==> src/rtl/load_align_pkg.sv <==
// Package: shared access-size encoding for the load aligner.
// Assumes: a two-bit size field supplied by the load pipeline.
package load_align_pkg;

    typedef enum logic [1:0] {
        SZ_BYTE = 2'b00,
        SZ_HALF = 2'b01,
        SZ_WORD = 2'b10,
        SZ_RSVD = 2'b11
    } acc_size_e;

endpackage

==> src/rtl/lane_extract.sv <==
// lane_extract: combinational lane steering. It picks the byte or halfword
// selected by the offset, moves it to the bottom lanes and zero-fills above.
// Assumes: DATA_W is a multiple of 16. Misalignment is handled elsewhere;
// for a halfword only the upper offset bits are used.
module lane_extract
    import load_align_pkg::*;
#(
    parameter int DATA_W = 32,
    localparam int LANES  = DATA_W / 8,
    localparam int HALVES = DATA_W / 16,
    localparam int OFF_W  = $clog2(LANES)
) (
    input  logic [DATA_W-1:0] word_i,
    input  logic [OFF_W-1:0]  offset_i,
    input  acc_size_e         size_i,
    output logic [DATA_W-1:0] data_o
);

    logic [7:0]  byte_lane [LANES];
    logic [15:0] half_lane [HALVES];

    // Split the word into byte lanes.
    for (genvar i = 0; i < LANES; i++) begin : g_byte
        assign byte_lane[i] = word_i[8*i +: 8];
    end

    // Split the word into halfword lanes.
    for (genvar j = 0; j < HALVES; j++) begin : g_half
        assign half_lane[j] = word_i[16*j +: 16];
    end

    // Choose the lane by size and offset, zero-filling the upper lanes.
    always_comb begin
        data_o = '0;
        unique case (size_i)
            SZ_BYTE: data_o[7:0]  = byte_lane[offset_i];
            SZ_HALF: data_o[15:0] = half_lane[offset_i[OFF_W-1:1]];
            default: data_o       = word_i;
        endcase
    end

endmodule

==> src/rtl/misalign_check.sv <==
// misalign_check: decides whether an access breaks its natural alignment.
// Assumes: byte accesses never misalign and the reserved size is always flagged.
module misalign_check
    import load_align_pkg::*;
#(
    parameter int OFF_W = 2
) (
    input  logic [OFF_W-1:0] offset_i,
    input  acc_size_e        size_i,
    output logic             misaligned_o
);

    // Flag an offset that is not a multiple of the access size.
    always_comb begin
        unique case (size_i)
            SZ_BYTE: misaligned_o = 1'b0;
            SZ_HALF: misaligned_o = offset_i[0];
            SZ_WORD: misaligned_o = |offset_i;
            default: misaligned_o = 1'b1;
        endcase
    end

endmodule

==> src/rtl/align_out_reg.sv <==
// align_out_reg: output register stage. It loads the result and flag on an
// input strobe and delays the strobe by one clock.
// Assumes: synchronous active-low reset; data holds while no strobe arrives.
module align_out_reg #(
    parameter int DATA_W = 32
) (
    input  logic              clk,
    input  logic              rst_n,
    input  logic              valid_i,
    input  logic [DATA_W-1:0] data_i,
    input  logic              mis_i,
    output logic              valid_o,
    output logic [DATA_W-1:0] data_o,
    output logic              mis_o
);

    // Delay the strobe by one clock.
    always_ff @(posedge clk) begin
        if (!rst_n) valid_o <= 1'b0;
        else        valid_o <= valid_i;
    end

    // Capture the result and flag only when a load is presented.
    always_ff @(posedge clk) begin
        if (!rst_n) begin
            data_o <= '0;
            mis_o  <= 1'b0;
        end else if (valid_i) begin
            data_o <= data_i;
            mis_o  <= mis_i;
        end
    end

endmodule

==> src/rtl/load_align.sv <==
// load_align: top of the load data aligner. The fetched word, offset and
// size are taken in the same cycle; the aligned result comes out one clock later.
// Assumes: the memory word comes from the word-aligned address and the
// processor handles any sign extension.
module load_align
    import load_align_pkg::*;
#(
    parameter int DATA_W = 32,
    localparam int OFF_W = $clog2(DATA_W / 8)
) (
    input  logic              clk,
    input  logic              rst_n,
    input  logic              in_valid,
    input  logic [DATA_W-1:0] in_word,
    input  logic [OFF_W-1:0]  in_offset,
    input  logic [1:0]        in_size,
    output logic              out_valid,
    output logic [DATA_W-1:0] out_data,
    output logic              out_misaligned
);

    acc_size_e         size_e;
    logic [DATA_W-1:0] steered;
    logic              mis;
    logic [DATA_W-1:0] next_data;

    assign size_e = acc_size_e'(in_size);

    lane_extract #(.DATA_W(DATA_W)) u_lanes (
        .word_i   (in_word),
        .offset_i (in_offset),
        .size_i   (size_e),
        .data_o   (steered)
    );

    misalign_check #(.OFF_W(OFF_W)) u_mis (
        .offset_i     (in_offset),
        .size_i       (size_e),
        .misaligned_o (mis)
    );

    // A misaligned access returns the raw word; otherwise the steered lanes.
    always_comb begin
        next_data = mis ? in_word : steered;
    end

    align_out_reg #(.DATA_W(DATA_W)) u_out (
        .clk     (clk),
        .rst_n   (rst_n),
        .valid_i (in_valid),
        .data_i  (next_data),
        .mis_i   (mis),
        .valid_o (out_valid),
        .data_o  (out_data),
        .mis_o   (out_misaligned)
    );

endmodule

==> config.mk <==
export PLATFORM = sky130hd
export DESIGN_NAME = load_align
export DESIGN_NICKNAME = d
export VERILOG_FILES = /design/src/rtl/load_align_pkg.sv /design/src/rtl/lane_extract.sv /design/src/rtl/misalign_check.sv /design/src/rtl/align_out_reg.sv /design/src/rtl/load_align.sv
export SDC_FILE = /design/constraint.sdc
export NUM_CORES = 1
export LEC_CHECK = 0
export ABC_AREA = 0
export BUFFER_PORTS_ARGS = -buffer_cell sky130_fd_sc_hd__buf_2
export CAP_MARGIN = 20
export CORE_MARGIN = 2
export CORE_UTILIZATION = 45
export CTS_BUF_LIST = sky130_fd_sc_hd__clkbuf_2 sky130_fd_sc_hd__clkbuf_4 sky130_fd_sc_hd__clkbuf_8
export DETAILED_ROUTE_END_ITERATION = 8
export PLACE_DENSITY = 0.72
export SETUP_SLACK_MARGIN = 0.15
export SYNTH_ARGS = -nofsm -noshare
export SYNTH_HDL_FRONTEND = slang
export SYNTH_HIERARCHICAL = 1
export SYNTH_SLANG_ARGS = --single-unit
==> constraint.sdc <==
create_clock -name clk -period 4 [get_ports clk]
set_clock_uncertainty 0.2 [all_clocks]
set_input_delay 0.6 -clock clk [delete_from_list [all_inputs] [get_ports clk]]
set_output_delay 0.6 -clock clk [all_outputs]
set_load 0.005 [all_outputs]
After elaboration in Yosys (flattened, before gate mapping)
Cells that the tools add are included.

Register bits: 34. Bits of input ports: 39. Logic and storage cells: 23.

$lt $le $gt $ge: 2. Equality and inequality tests: 2. Bitwise gates (word level): 2. Muxes and demuxes: 11. Reduce and logical (&&, ||, !) cells: 3.

Operator list (count): $mux W16 (4); $mux W32 (1); $pmux W8 S2 (2); $bmux W8 S2 (1); $mux W8 (2); $reduce_or A2 Y1 (2); $ge A3 B3 Y1 const B (1); $not A2 Y3 (1); $pmux W1 S3 (1); $eq A2 B1 Y1 const B (1); $eq A2 B2 Y1 const B (1); $ge A2 B2 Y1 const B (1); $logic_not A2 Y1 (1); $not A1 Y2 (1).

Longest topological paths before layout
Gate-level depths: netlist (run 1).

Word-level depth: 6. Depth in mapped cells: 7.

Hierarchy
The synthesis (run 1) kept the hierarchy.

By module, submodules not included: align_out_reg (seq. area each 680.7 µm², area each 1306.3 µm², cells an instance 108, times used 1); load_align (seq. area each 0.0 µm², area each 544.3 µm², cells an instance 36, times used 1); lane_extract (seq. area each 0.0 µm², area each 480.5 µm², cells an instance 67, times used 1); misalign_check (seq. area each 0.0 µm², area each 13.8 µm², cells an instance 3, times used 1).

Least setup slack after synthesis (run 1)
No wires, ideal clock.

Path type: input -> register. Start: input in_offset[0]. End: register u_out.data_o[0]. Arrival time: 1.716 ns. Buffers on the path: 0. Path slack: 1.968 ns. Stages: 6. Cell sequence: nor2b_2 -> nor3b_4 -> a221o_2 -> mux2_4 -> mux2i_1 -> nor2b_1.

Cells in the longest elaborated chain, start to end: 6.

Ends and longest elaborated chain: start: declaration (line load_align.sv:15) `input logic [OFF_W-1:0] in_offset,`; $not A2 Y3 (not written as such) (line lane_extract.sv:36) `SZ_BYTE: data_o[7:0] = byte_lane[offset_i];`; $bmux W8 S2 (line lane_extract.sv:36); $mux W8 (not written as such) (2 in a row) (line lane_extract.sv:36); $pmux W8 S2 (line lane_extract.sv:35) `unique case (size_i)`; via steered[0] (line load_align.sv:23) `logic [DATA_W-1:0] steered;`; $mux W32 (line load_align.sv:44) `next_data = mis ? in_word : steered;`; via next_data[0] (line load_align.sv:25) `logic [DATA_W-1:0] next_data;`; end signal: assignment (line align_out_reg.sv:29) `data_o <= data_i;`; end: declaration (line align_out_reg.sv:13) `output logic [DATA_W-1:0] data_o,`.

The timed path passes the listed nets, and every way through them passes these cells. The select of a mux whose other input is x is not followed. A chain may end at the register's enable or synchronous reset.

Worst setup path in the final report (run 1)
Start: input in_size[1]. End: register u_out.data_o[1].

Cells in the longest elaborated chain, start to end: 3.

Ends and longest elaborated chain: start: declaration (line load_align.sv:16) `input logic [1:0] in_size,`; $eq A2 B2 Y1, or another cell as far along (line misalign_check.sv:15) `unique case (size_i)`; $pmux W1 S3 (*) (line misalign_check.sv:15); via mis (line load_align.sv:24) `logic mis;`; $mux W32 (*) (line load_align.sv:44); via next_data[1] (line load_align.sv:25).

The timed path passes the listed nets; every way through them passes the cells marked *.

==> impl_metrics.ini, run 1 <==
[cts]
cts_setup_buffers = 0
htree_levels = 2
clk_pin_slew_ps = 70
tritoncts = built
numClockSinks = 34
cts-root-buf = clkbuf_8
clk_latency_ps = 280
clockBufferDepth = 2
cts-resized-gates = 0
hold_buffers = 0
cts_made_buffers = 5

[sta]
slew-limit-headroom_pct = 35.3
fmax_mhz = 411
slew_viol_final = 0
fin_tns_setup_ps = 0
finalSetupViolCount = 0
fin_crit_sh_pct = 60.9
timing.hold.ws_ps = 315
tightest_slew_ps = 970
fin_crit_ps = 2430
hold_viol = 0
rsz0062_at_grt = no

[floorplan]
die_width_microns = 76.2
die_area_sq_mm = 0.00580
core_region_area_sq_mm = 0.00507
top_level_ports = 73
start_util_pct = 46.2
rows = 26
die_h_microns = 76.2

[place]
portBuffers = 72
place_hpwl_microns = 3540
place_area_sq_mm = 0.00263
place.gp.congestion = 0.774

[job]
cap_violations = 0

[detailed_routing]
drc = 0
drt_iter0_markers = 84
wl_per_cell_microns = 13.7
drt-total-wl_microns = 4780
vias_per_cell = 4.89
postRouteAntennaNets = 0
firstDrtPassIters = 4
via_count = 1708

[setup_path]
cp-start-kind = input port
worstSetupPathType = input port to flip-flop
path_max_fanout = 30
endpoint_kind = flip-flop
path_cells = buf_2 -> a21oi_1 -> nor2_4 -> buf_12 -> mux2_4 -> mux2i_1 -> nor2b_1
rr_startpoint = u_out/data_o[8]$_SDFFE_PN0P_
r2r_cells = 2
r2r-end = u_out/data_o[8]$_SDFFE_PN0P_
cp.required_ps = 3980
worstPathArrival_ps = 2410
cpMaxStageDelayCell = nor2_4
r2r_slack_ps = 3170
cpPeakStageDelay_ps = 510

[yosys]
yosys.area.top_type = dfxtp_1
synth_top_area_share_pct = 29.0
syn_area_sq_mm = 0.00234
synthCells = 214
synth.area.top_cells = dfxtp_1 29%, mux2_4 19%, mux2i_1 17%
ys_seq_elements = 34
ys_types = 26
synth_nets = 253
yosys_warnings = 6
avgSynthCellArea_sq_um = 11.0
yosysSeqAreaShare_pct = 29.0

[status]
outcome = finished clean

[global_routing]
gr-total-overflow = 0
grt_pass1_vias = 1537
grt_start_max_net_pins = 35
antenna_found_initial = 0
grt_pass1_wl_microns = 7720
grt_util_all_layers_pct = 17.0

[power]
powerDensity_mw_per_mm2 = 319
leakage_uw = 0.00136
ir_drop_mv = 0.201

[layout]
finalInstanceArea_sq_mm = 0.00272
drive_gt1_share_pct = 44.4
fill_cells = 507
areaGrowthSynthToFinish_pct = 16.1
num-nets-final = 317
diodes = 0

[min_path]
min_to = u_out/data_o[14]$_SDFFE_PN0P_
hold_path_depth = 2
min_from = u_out/data_o[14]$_SDFFE_PN0P_
min-delay-path-class = flip-flop to flip-flop
==> layer usage <==
layer  up-vias  GRT usage (%)  routed length (microns)
met5         -              0                        0
met4         0           7.09                       74
met3         7           4.27                      290
met2        58           27.1                     2160
met1       769           21.8                     2260
li1        874              -                        -
==> synth_stat cells (all sizes together) <==
cell / count
buf: 12
nor2b: 34
nand2: 8
dfxtp: 34
nor3: 1
o21ai: 8
a21oi: 2
and2: 17
a22o: 1
nand2b: 1
nor2: 8
or3b: 1
nor3b: 1
o21bai: 1
mux2i: 40
mux2: 32
clkbuf: 4
or2b: 1
a221o: 8
==> power breakdown <==
part	switching [uW]	internal, uW	total, uW
Sequential	11.6	363	374
Clock	121	146	266
Combinational	96.9	132	229
Total	229	640	869
==> through the flow <==
| stage | setup WS [ps] | util [%] | total power [uW] | std cells |
|---|---|---|---|---|
| after floorplan | 1970 | - | 558 | 214 |
| final | 1570 | 53.6 | 869 | 349 |
| after detailed placement | 1260 | 51.8 | 612 | 341 |
| after global placement | 1310 | 51.8 | 610 | 341 |
| after global routing | 1420 | 53.6 | 919 | 349 |
| after CTS | 1570 | 53.6 | 882 | 349 |
==> worst max path at each step <==
stage | startpoint | end | slack, ps
global placement | in_size[1] | u_out/data_o[10]$_SDFFE_PN0P_ | 1310
global route | in_size[1] | u_out/data_o[24]$_SDFFE_PN0P_ | 1420
floorplan | in_offset[0] | u_out/data_o[0]$_SDFFE_PN0P_ | 1970
detailed placement | in_size[1] | u_out/data_o[9]$_SDFFE_PN0P_ | 1260
CTS | in_size[1] | u_out/data_o[1]$_SDFFE_PN0P_ | 1570
finish | in_size[1] | u_out/data_o[1]$_SDFFE_PN0P_ | 1570
==> logic make-up after synthesis <==
family | after synthesis | share of synthesized area (%)
mux | 72 | 37.2
simple gates | 72 | 18.3
flops | 34 | 29.0
compound gates | 20 | 7.20
buf+inv | 16 | 8.27
==> final cells by class <==
| class | count | area, sq um | share of cell area, % |
|---|---|---|---|
| Sequential cell | 34 | 681 | 25.0 |
| Multi-Input combinational cell | 164 | 1480 | 54.3 |
| Tap cell | 70 | 87.6 | 3.22 |
| Clock inverter | 1 | 5.00 | 0.184 |
| Clock buffer | 7 | 90.1 | 3.31 |
| Timing Repair Buffer | 73 | 380 | 14.0 |
==> flip-flops by register name (all words and copies together), names as in the netlist <==
name / flops
u_out/data_o: 32
u_out/mis_o: 1
u_out/valid_o: 1
==> cell usage in the layout (no fill, tap or decap) <==
cell type	instances
a221o_1	3
o21bai_4	1
a21oi_1	1
mux2i_1	40
a221o_2	5
mux2_2	2
buf_2	72
clkbuf_8	6
nor3_1	1
a21oi_2	1
nor3b_4	1
or2b_1	1
nor2_1	7
o21ai_0	8
mux2_4	30
nor2b_1	33
nor2b_2	1
nand2_1	8
dfxtp_1	34
buf_12	1
clkinv_2	1
nor2_4	1
a22o_2	1
or3b_1	1
and2_1	17
nand2b_1	1
clkbuf_4	1
==> critical path, delay by kind of cell <==
family          cells  cell delay, ps
buf+inv             2             620
mux                 2             450
simple gates        2             570
compound gates      1             140
No activity file was read; power rests on OpenSTA's default activity.
==> run 2: changes to the inputs <==
--- a/config.mk
+++ b/config.mk
@@ -5,14 +5,14 @@
 export SDC_FILE = /design/constraint.sdc
 export NUM_CORES = 1
 export LEC_CHECK = 0
-export ABC_AREA = 0
+export ABC_AREA = 1
 export BUFFER_PORTS_ARGS = -buffer_cell sky130_fd_sc_hd__buf_2
 export CAP_MARGIN = 20
 export CORE_MARGIN = 2
 export CORE_UTILIZATION = 45
 export CTS_BUF_LIST = sky130_fd_sc_hd__clkbuf_2 sky130_fd_sc_hd__clkbuf_4 sky130_fd_sc_hd__clkbuf_8
 export DETAILED_ROUTE_END_ITERATION = 8
-export PLACE_DENSITY = 0.72
+export PLACE_DENSITY = 0.74
 export SETUP_SLACK_MARGIN = 0.15
 export SYNTH_ARGS = -nofsm -noshare
 export SYNTH_HDL_FRONTEND = slang
==> constraint.sdc (replaced) <==
create_clock -name clk -period 2 [get_ports clk]
set_clock_uncertainty 0.2 [all_clocks]
set_input_delay 0.3 -clock clk [delete_from_list [all_inputs] [get_ports clk]]
set_output_delay 0.3 -clock clk [all_outputs]
set_load 0.005 [all_outputs]
==> impl_metrics.ini, run 2 <==
[status]
outcome = finished clean

[layout]
final_cell_mix = 235 x nand2_1, 72 x buf_2, 66 x nor2_1, 51 x inv_1, 34 x dfxtp_1
finalInstanceArea_sq_mm = 0.00287
drive_gt1_share_pct = 21.2
largest_register_ffs = 32
num-nets-final = 556
diodes = 0
areaGrowthSynthToFinish_pct = 15.2
regMostFlops = u_out/data_o
final_util_pct = 52.7
final_common_cell = nand2_1
layoutNonFillerInstCount = 590
largest_registers = u_out/data_o x32, u_out/mis_o x1, u_out/valid_o x1

[cts]
clockBufferDepth = 2
cts-root-buf = clkbuf_8
hold_buffers = 0
tritoncts = built
cts_made_buffers = 5
cts_setup_buffers = 0
clk_latency_ps = 280
numClockSinks = 34
clk_pin_slew_ps = 70
htree_levels = 2
cts-resized-gates = 0

[floorplan]
rows = 27
start_util_pct = 45.8
top_level_ports = 73
core_region_area_sq_mm = 0.00544
die_h_microns = 78.4
die_width_microns = 78.4
die_area_sq_mm = 0.00614

[sta]
slew_viol_final = 0
fin_crit_sh_pct = 78.0
fin_crit_ps = 1560
slew-limit-headroom_pct = 61.0
tightest_slew_ps = 584
finalSetupViolCount = 0
fmax_mhz = 641
fin_tns_setup_ps = 0
rsz0062_at_grt = no
timing.hold.ws_ps = 231
hold_viol = 0

[detailed_routing]
drt-total-wl_microns = 6050
wl_per_cell_microns = 10.2
postRouteAntennaNets = 0
drc = 0
highest_layer = met4
vias_per_cell = 4.55
firstDrtPassIters = 4
drt_iter0_markers = 140
m1WireLength_microns = 2750
via_count = 2682
wl_met2_microns = 2930
wl_met3_microns = 334

[setup_path]
cpPeakStageDelay_ps = 300
endpoint_kind = flip-flop
cpMaxStageDelayCell = buf_4
worstPathArrival_ps = 1580
startpoint = in_offset[1]
path_max_fanout = 22
cp.required_ps = 2020
worstSetupPathType = input port to flip-flop
r2r-end = u_out/data_o[2]$_SDFFE_PN0P_
endpoint = u_out/data_o[27]$_SDFFE_PN0P_
r2r_slack_ps = 1220
rr_startpoint = u_out/data_o[2]$_SDFFE_PN0P_
path_cells = buf_2 -> o21ai_1 -> nand2_1 -> buf_4 -> nand2_1 -> nand2_1 -> inv_1 -> nand2_1 -> nand2_1 -> nor2_1
cp-start-kind = input port
r2r_cells = 2
path_common_cell = nand2_1

[power]
power_frac_comb_pct = 27.1
swShare_pct = 31.9
powerDensity_mw_per_mm2 = 617
leakage_uw = 0.00186
pwr-share-clk_pct = 30.4
switchingPower_uw = 565
internal-power_uw = 1210
ir_drop_mv = 0.274
pwr-share-seq_pct = 42.5

[yosys]
avgSynthCellArea_sq_um = 5.46
synth.area.top_cells = nand2_1 35%, dfxtp_1 27%, nor2_1 9.9%
syn_area_sq_mm = 0.00249
synth_top_area_share_pct = 35.4
synth-main-ff-cell = dfxtp_1
ys_top_cells_by_count = 235 x nand2_1, 66 x nor2_1, 51 x inv_1, 34 x dfxtp_1, 19 x nand2_2
ys_types = 18
yosysSeqAreaShare_pct = 27.3
yosys.area.top_type = nand2_1
synth_edf_count = 0
synth_nets = 495
synth.most_common_cell = nand2_1
synthCells = 456
yosys_warnings = 6
ys_seq_elements = 34
synth-async-reset-ratio_pct = 0

[global_routing]
antenna_found_initial = 0
grt_util_all_layers_pct = 20.4
grt_pass1_vias = 2328
grt_start_max_net_pins = 68
gr-total-overflow = 0
grt_pass1_wl_microns = 10300

[place]
place.gp.congestion = 0.877
place_hpwl_microns = 4420
post-place-cells = 582
portBuffers = 72
place_area_sq_mm = 0.00277

[job]
cap_violations = 0

[min_path]
min-delay-path-class = input port to flip-flop
-- run 2: changes by cell type after synthesis, moves of 17 or more --
cell     change
nor2b_1     -33
nor2_1      +58
inv_1       +51
nand2_1    +227
and2_1      -17
mux2i_1     -40
nand3_1     +18
mux2_4      -30
nand2_2     +19
-- run 2: logic make-up after synthesis --
logic type | Yosys count | share of synthesized area, %
AND/OR/NAND/NOR | 341 | 54.8
buffers and inverters | 78 | 17.3
flip-flops | 34 | 27.3
AO/OA/AOI/OAI | 3 | 0.603
-- run 2: routing by layer --
layer / up-vias / GRT usage (%)
li1: 1440 / -
met1: 1165 / 26.0
met2: 73 / 34.7
met3: 4 / 3.68
met4: 0 / 6.84
met5: - / 0
-- run 2: power groups by stage --
stage	Clock [uW]	Combinational, uW	Sequential [uW]
after floorplan	0	345	773
after global placement	0	474	766
after detailed placement	0	479	768
after CTS	558	481	753
after global routing	592	554	760
final	538	480	752
-- run 2: worst min-delay path by stage --
stage,start,to,slack [ps],cells past startpoint
after floorplan,u_out/data_o[0]$_SDFFE_PN0P_,u_out/data_o[0]$_SDFFE_PN0P_,270,2
after global placement,u_out/data_o[5]$_SDFFE_PN0P_,u_out/data_o[5]$_SDFFE_PN0P_,250,2
after detailed placement,u_out/data_o[0]$_SDFFE_PN0P_,u_out/data_o[0]$_SDFFE_PN0P_,260,2
after CTS,in_word[6],u_out/data_o[6]$_SDFFE_PN0P_,220,7
after global routing,in_word[16],u_out/data_o[16]$_SDFFE_PN0P_,260,7
final,in_word[4],u_out/data_o[4]$_SDFFE_PN0P_,230,7
-- run 2: through the flow --
| stage | worst slack (ps) | total power [uW] |
|---|---|---|
| 2_1_floorplan | 659 | 1120 |
| 3_3_place_gp | 225 | 1240 |
| 3_5_place_dp | 151 | 1250 |
| 4_1_cts | 449 | 1790 |
| 5_1_grt | 303 | 1910 |
| 6_report | 440 | 1770 |
-- run 2: layout make-up --
cell class	instances	area, sq um
Multi-Input combinational cell	344	1380
Inverter	55	214
Clock inverter	1	5.00
Fill cell	601	2570
Clock buffer	7	90.1
Sequential cell	34	681
Timing Repair Buffer	77	410
Tap cell	72	90.1
-- run 2: worst max-delay path, delay by kind of cell --
family | cells | cell delay, ps
simple gates | 6 | 580
buf+inv | 3 | 600
compound gates | 1 | 100
